$ cat config.mk
export PLATFORM = sky130hd
export DESIGN_NAME = ppsi_irq_top
export DESIGN_NICKNAME = d
export VERILOG_FILES = /design/src/rtl/ppsi_pkg.sv /design/src/rtl/ppsi_sync_edge.sv /design/src/rtl/ppsi_level_cond.sv /design/src/rtl/ppsi_pulse_drv.sv /design/src/rtl/ppsi_irq_top.sv
export SDC_FILE = /design/constraint.sdc
export NUM_CORES = 1
export LEC_CHECK = 0
export ABC_AREA = 0
export BUFFER_PORTS_ARGS = -buffer_cell sky130_fd_sc_hd__buf_2
export CORE_MARGIN = 1.5
export CORE_UTILIZATION = 30
export DETAILED_ROUTE_END_ITERATION = 8
export PLACE_DENSITY = 0.51
export SYNTH_ARGS = -nofsm -noshare
export SYNTH_HDL_FRONTEND = slang
export SYNTH_SLANG_ARGS = --single-unit
$ cat constraint.sdc
create_clock -name clk -period 1.5 [get_ports clk]
set_input_delay 0.075 -clock clk [delete_from_list [all_inputs] [get_ports clk]]
set_output_delay 0.075 -clock clk [all_outputs]
set_load 0.02 [all_outputs]
$ cat src/rtl/ppsi_pkg.sv
package ppsi_pkg;

  // effective threshold from the programmed field
  function automatic int unsigned eff_thr(input int unsigned fld);
    return fld + 1;
  endfunction

  // free entries of a FIFO of the given depth
  function automatic int unsigned free_slots(input int unsigned depth,
                                             input int unsigned cnt);
    return (cnt >= depth) ? 0 : depth - cnt;
  endfunction

  // programmed-I/O service condition for one direction
  function automatic logic pio_met(input logic dir_fill,
                                   input int unsigned depth,
                                   input int unsigned cnt,
                                   input int unsigned fld);
    if (dir_fill) return cnt >= eff_thr(fld);
    return free_slots(depth, cnt) >= eff_thr(fld);
  endfunction

endpackage

$ cat src/rtl/ppsi_sync_edge.sv
module ppsi_sync_edge #(
  parameter int   STAGES  = 2,
  parameter logic RST_VAL = 1'b1
) (
  input  logic clk,
  input  logic rst_n,
  input  logic din,
  output logic level_o,
  output logic rise_o,
  output logic fall_o
);
  localparam int SH_W = STAGES + 1;

  logic [SH_W-1:0] sh_q;
  logic            prev_q;

  generate
    if (STAGES > 0) begin : g_sync
      always_ff @(posedge clk or negedge rst_n) begin
        if (!rst_n) sh_q <= {SH_W{RST_VAL}};
        else        sh_q <= {sh_q[SH_W-2:0], din};
      end
      assign level_o = sh_q[STAGES-1];
      assign prev_q  = sh_q[STAGES];
    end else begin : g_direct
      always_ff @(posedge clk or negedge rst_n) begin
        if (!rst_n) sh_q <= {SH_W{RST_VAL}};
        else        sh_q <= {SH_W{din}};
      end
      assign level_o = din;
      assign prev_q  = sh_q[0];
    end
  endgenerate

  assign rise_o = level_o & ~prev_q;
  assign fall_o = ~level_o & prev_q;
endmodule

$ cat src/rtl/ppsi_level_cond.sv
module ppsi_level_cond
  import ppsi_pkg::*;
#(
  parameter int DEPTH = 16,
  parameter int CNT_W = $clog2(DEPTH + 1),
  parameter int THR_W = $clog2(DEPTH)
) (
  input  logic             clk,
  input  logic             rst_n,
  input  logic             svc_off_i,
  input  logic             dma_en_i,
  input  logic             dir_i,
  input  logic [CNT_W-1:0] cnt_i,
  input  logic [THR_W-1:0] thr_i,
  output logic             met_o,
  output logic             evt_o
);
  logic gated;
  logic gated_q;

  assign met_o = pio_met(dir_i, DEPTH, 32'(cnt_i), 32'(thr_i));
  assign gated = met_o & ~svc_off_i & ~dma_en_i;

  always_ff @(posedge clk or negedge rst_n) begin
    if (!rst_n) gated_q <= 1'b0;
    else        gated_q <= gated;
  end

  assign evt_o = gated & ~gated_q;
endmodule

$ cat src/rtl/ppsi_pulse_drv.sv
module ppsi_pulse_drv #(
  parameter int PULSE_W = 4,
  parameter int PC_W    = $clog2(PULSE_W + 1)
) (
  input  logic clk,
  input  logic rst_n,
  input  logic trig_i,
  output logic oe_o,
  output logic val_o
);
  logic [PC_W-1:0] left_q;

  always_ff @(posedge clk or negedge rst_n) begin
    if (!rst_n)              left_q <= '0;
    else if (trig_i)         left_q <= PC_W'(PULSE_W);
    else if (left_q != '0)   left_q <= left_q - 1'b1;
  end

  assign oe_o  = (left_q != '0);
  assign val_o = ~oe_o;
endmodule

$ cat src/rtl/ppsi_irq_top.sv
module ppsi_irq_top #(
  parameter int DEPTH       = 16,
  parameter int PULSE_W     = 4,
  parameter int SYNC_STAGES = 2,
  parameter int CNT_W       = $clog2(DEPTH + 1),
  parameter int THR_W       = $clog2(DEPTH)
) (
  input  logic             clk,
  input  logic             rst_n,
  input  logic             svc_off_i,
  input  logic             dma_en_i,
  input  logic             dir_i,
  input  logic             err_en_n_i,
  input  logic             ack_en_i,
  input  logic [CNT_W-1:0] fifo_cnt_i,
  input  logic [THR_W-1:0] thr_fld_i,
  input  logic             tc_i,
  input  logic             fault_n_i,
  input  logic             ack_n_i,
  output logic             irq_oe_o,
  output logic             irq_o,
  output logic             svc_set_o
);
  // named event wires, observed by the checker
  logic lvl_met, lvl_evt;
  logic tc_evt, err_evt, ack_evt, any_evt;
  logic fault_lvl, fault_rise, fault_fall;
  logic ack_lvl, ack_rise, ack_fall;
  logic err_en_n_q;

  ppsi_level_cond #(.DEPTH(DEPTH), .CNT_W(CNT_W), .THR_W(THR_W)) lvl_i (
    .clk(clk), .rst_n(rst_n), .svc_off_i(svc_off_i), .dma_en_i(dma_en_i),
    .dir_i(dir_i), .cnt_i(fifo_cnt_i), .thr_i(thr_fld_i),
    .met_o(lvl_met), .evt_o(lvl_evt)
  );

  ppsi_sync_edge #(.STAGES(SYNC_STAGES), .RST_VAL(1'b1)) flt_i (
    .clk(clk), .rst_n(rst_n), .din(fault_n_i),
    .level_o(fault_lvl), .rise_o(fault_rise), .fall_o(fault_fall)
  );

  ppsi_sync_edge #(.STAGES(SYNC_STAGES), .RST_VAL(1'b1)) ack_sync_i (
    .clk(clk), .rst_n(rst_n), .din(ack_n_i),
    .level_o(ack_lvl), .rise_o(ack_rise), .fall_o(ack_fall)
  );

  always_ff @(posedge clk or negedge rst_n) begin
    if (!rst_n) err_en_n_q <= 1'b1;
    else        err_en_n_q <= err_en_n_i;
  end

  assign tc_evt  = tc_i & dma_en_i & ~svc_off_i;
  assign err_evt = (~err_en_n_i & fault_fall)
                 | (err_en_n_q & ~err_en_n_i & ~fault_lvl);
  assign ack_evt = ack_en_i & ack_rise;
  assign any_evt = lvl_evt | tc_evt | err_evt | ack_evt;

  assign svc_set_o = tc_evt;

  ppsi_pulse_drv #(.PULSE_W(PULSE_W)) drv_i (
    .clk(clk), .rst_n(rst_n), .trig_i(any_evt),
    .oe_o(irq_oe_o), .val_o(irq_o)
  );
endmodule

==> run summary <==
CTS Sinks: 11
Final period util: 1.24
Die ar.: 3000 um^2
Element type at the critical path start: input port
Post-synthesis cell count: 80
Place WS: -0.720 ns
Crit path time final: 1.87 ns
Netlist Area Pre-Place: 803 um^2
Post-DP HPWL: 1.45 mm
Peak supply drop: 0.646 mV
Initial antenna violation count: 0
Synth area leader: ha_1
Maxcap violations: 0
RSZ-0062 raised after global routing: true
Overall routed net length: 1.74 mm
Critical path fanouts, max: 3
Fin. Hold Viols: 0
Final ANT Viol Nets: 0
Wire length per cell: 11.4 um
# setup viols final: 4
Global-route wire length before repair: 2.96 mm
Clk Latency, worst-skew pair: 0.27 ns
IO Pins: 22
Pin count of the biggest net entering global routing: 12
Fmax: 536 MHz
Final Wtd Congestion: 0.682
Yosys reg bits: 11
Core ar.: 2500 um^2
Critical path class: in2reg
Pre-antenna DRT Iters: 2
Worst EP required: 1.64 ns
Worst slew margin: 0.762
Number of diodes: 0
H-Tree Depth: 1
Vias in the first global route: 664
Tightest Pin Transition: 0.354 ns
Vert. Die Dim: 54.7 um
Top cell type's share of synthesized area: 0.234
CTS tree: built
Part of the Yosys area used for sequential elements: 0.354
Top post-synthesis cells by area: ha_1 23%, dfstp_2 23%, dfrtp_1 12%, nor3_1 3.7%, inv_1 3.7%
Total CTS buffers: 3
Static leakage: 0.578 nW
Port Buf Inserts: 21
Synth cell types: 27
Power per cell area: 875 nW/um^2
Routed vias/inst: 4.60
Failing checks: negative setup slack
Slew Viols, Final: 0
Vias: 704
DRC: 0
Hold Crit Class: in2async
CP Capture Type: flip-flop
Horiz. Die Dim: 54.7 um
Iteration-0 DRC Markers: 3
Setup WS post-layout: -0.367 ns
Total Nets Final: 158
Hold_ws: 0.193 ns
Synth Warn #: 0
Filler instances: 221
Synth Net Count: 114
Core Rows: 18
Outcome: finished, violations left
CTS root buffer: clkbuf_4
Worst R2R Setup Slack: 0.05 ns
Critical path arrival: 2.01 ns
Most common cell after layout, fill and taps aside: buf_2
Grt total ovfl: 0
Avg Inst Size Synth: 10.0 um^2
Most frequent cells in the layout: 19 x buf_2, 15 x buf_4, 11 x ha_1, 7 x dfstp_2
Initial Utilization: 0.321
Area Growth Syn to Fin: 59.7%
Clock Path Buffers: 2
Share of layout cells above drive strength 1: 0.537
GRT Util Overall: 0.144
Clock-pin transition on the worst setup and hold timing paths: 0.06 ns
Final Skew: 0.00332 ns
[through the flow]
| step | util | cells | instance area (um^2) | TNS [ns] | power, W |
|---|---|---|---|---|---|
| after global routing | 0.513 | 153 | 1280 | -1.49 | 0.00123 |
| after global placement | 0.427 | 140 | 1070 | -2.32 | 0.000810 |
| after CTS | 0.494 | 151 | 1230 | -1.05 | 0.00110 |
| after floorplan | - | 80 | 855 | -1.25 | 0.000683 |
| after detailed placement | 0.427 | 140 | 1070 | -2.51 | 0.000831 |
| final | 0.513 | 153 | 1280 | -1.06 | 0.00112 |
[routing by layer]
metal,track usage,routed length [um]
met5,0,0
met4,0.0375,0
met3,0.0492,59
met2,0.214,881
met1,0.196,803
[final timing paths]
path | from | end | cells past startpoint
worst max-delay path | fifo_cnt_i[1] | drv_i.left_q[2]$_DFFE_PN0P_ | 10
worst min-delay path | rst_n | lvl_i.gated_q$_DFF_PN0_ | 2
worst max register to register | drv_i.left_q[0]$_DFFE_PN0P_ | drv_i.left_q[2]$_DFFE_PN0P_ | 5
worst min register to register | ack_sync_i.sh_q[0]$_DFF_PN1_ | ack_sync_i.sh_q[1]$_DFF_PN1_ | 0
max in group asynchronous | rst_n | err_en_n_q$_DFF_PN1_ | 2
min in group clk | svc_off_i | drv_i.left_q[0]$_DFFE_PN0P_ | 3
[Yosys cell counts (all sizes together)]
library cell  count
a2111oi           2
a211oi            1
a21oi             2
a311oi            1
a41oi             1
and2              2
clkbuf            1
dfrtp             4
dfstp             7
ha               15
inv               8
mux2              1
nand2             5
nand2b            1
nand3             2
nor2              7
nor2b             3
nor3              6
nor3b             1
o2111ai           1
o21ai             2
o32a              1
or3               1
xnor2             2
xor2              3
[logic make-up after synthesis]
| kind of cell | count (synthesis) | share of synthesized area |
|---|---|---|
| xor+xnor | 5 | 0.0545 |
| buf+inv | 9 | 0.0421 |
| simple gates | 28 | 0.170 |
| flops | 11 | 0.354 |
| mux | 1 | 0.0140 |
| fa+ha+maj | 15 | 0.234 |
| compound gates | 11 | 0.132 |
[state kept, by name (all words and copies together) (netlist names)]
name / count
ack_sync_i.sh_q: 3
drv_i.left_q: 3
err_en_n_q: 1
flt_i.sh_q: 3
lvl_i.gated_q: 1
[timing repair]
item / CTS / global route
gates cloned: 0 / 0
hold endpoints to repair: 14 / 0
pin swaps: 8 / 0
buffers inserted: 3 / 2
gates resized for setup: 16 / 5
hold buffers: 4 / 0
setup endpoints to repair: 6 / 6
[critical path, stage by stage]
cell,delay [ns]
buf_12,0.11
inv_12,0.04
ha_4,0.11
nor3b_4,0.20
ha_2,0.25
nor3_2,0.05
ha_1,0.33
a2111oi_4,0.40
a2111oi_4,0.13
or3_1,0.32
[power by group]
| group | total, W | internal [W] | switching, W |
|---|---|---|---|
| logic | 0.000547 | 0.000281 | 0.000266 |
| registers | 0.000380 | 0.000352 | 0.0000279 |
| clock network | 0.000195 | 0.000103 | 0.0000917 |
[final cells by class]
type	count	area (um^2)	area share
clock buffer	4	26.3	0.0205
tap	30	37.5	0.0293
timing repair buffer	40	283	0.220
multi-input combinational	60	602	0.469
inverter	8	50.0	0.0390
sequential	11	284	0.221
Power figures use the tool's default switching activity.
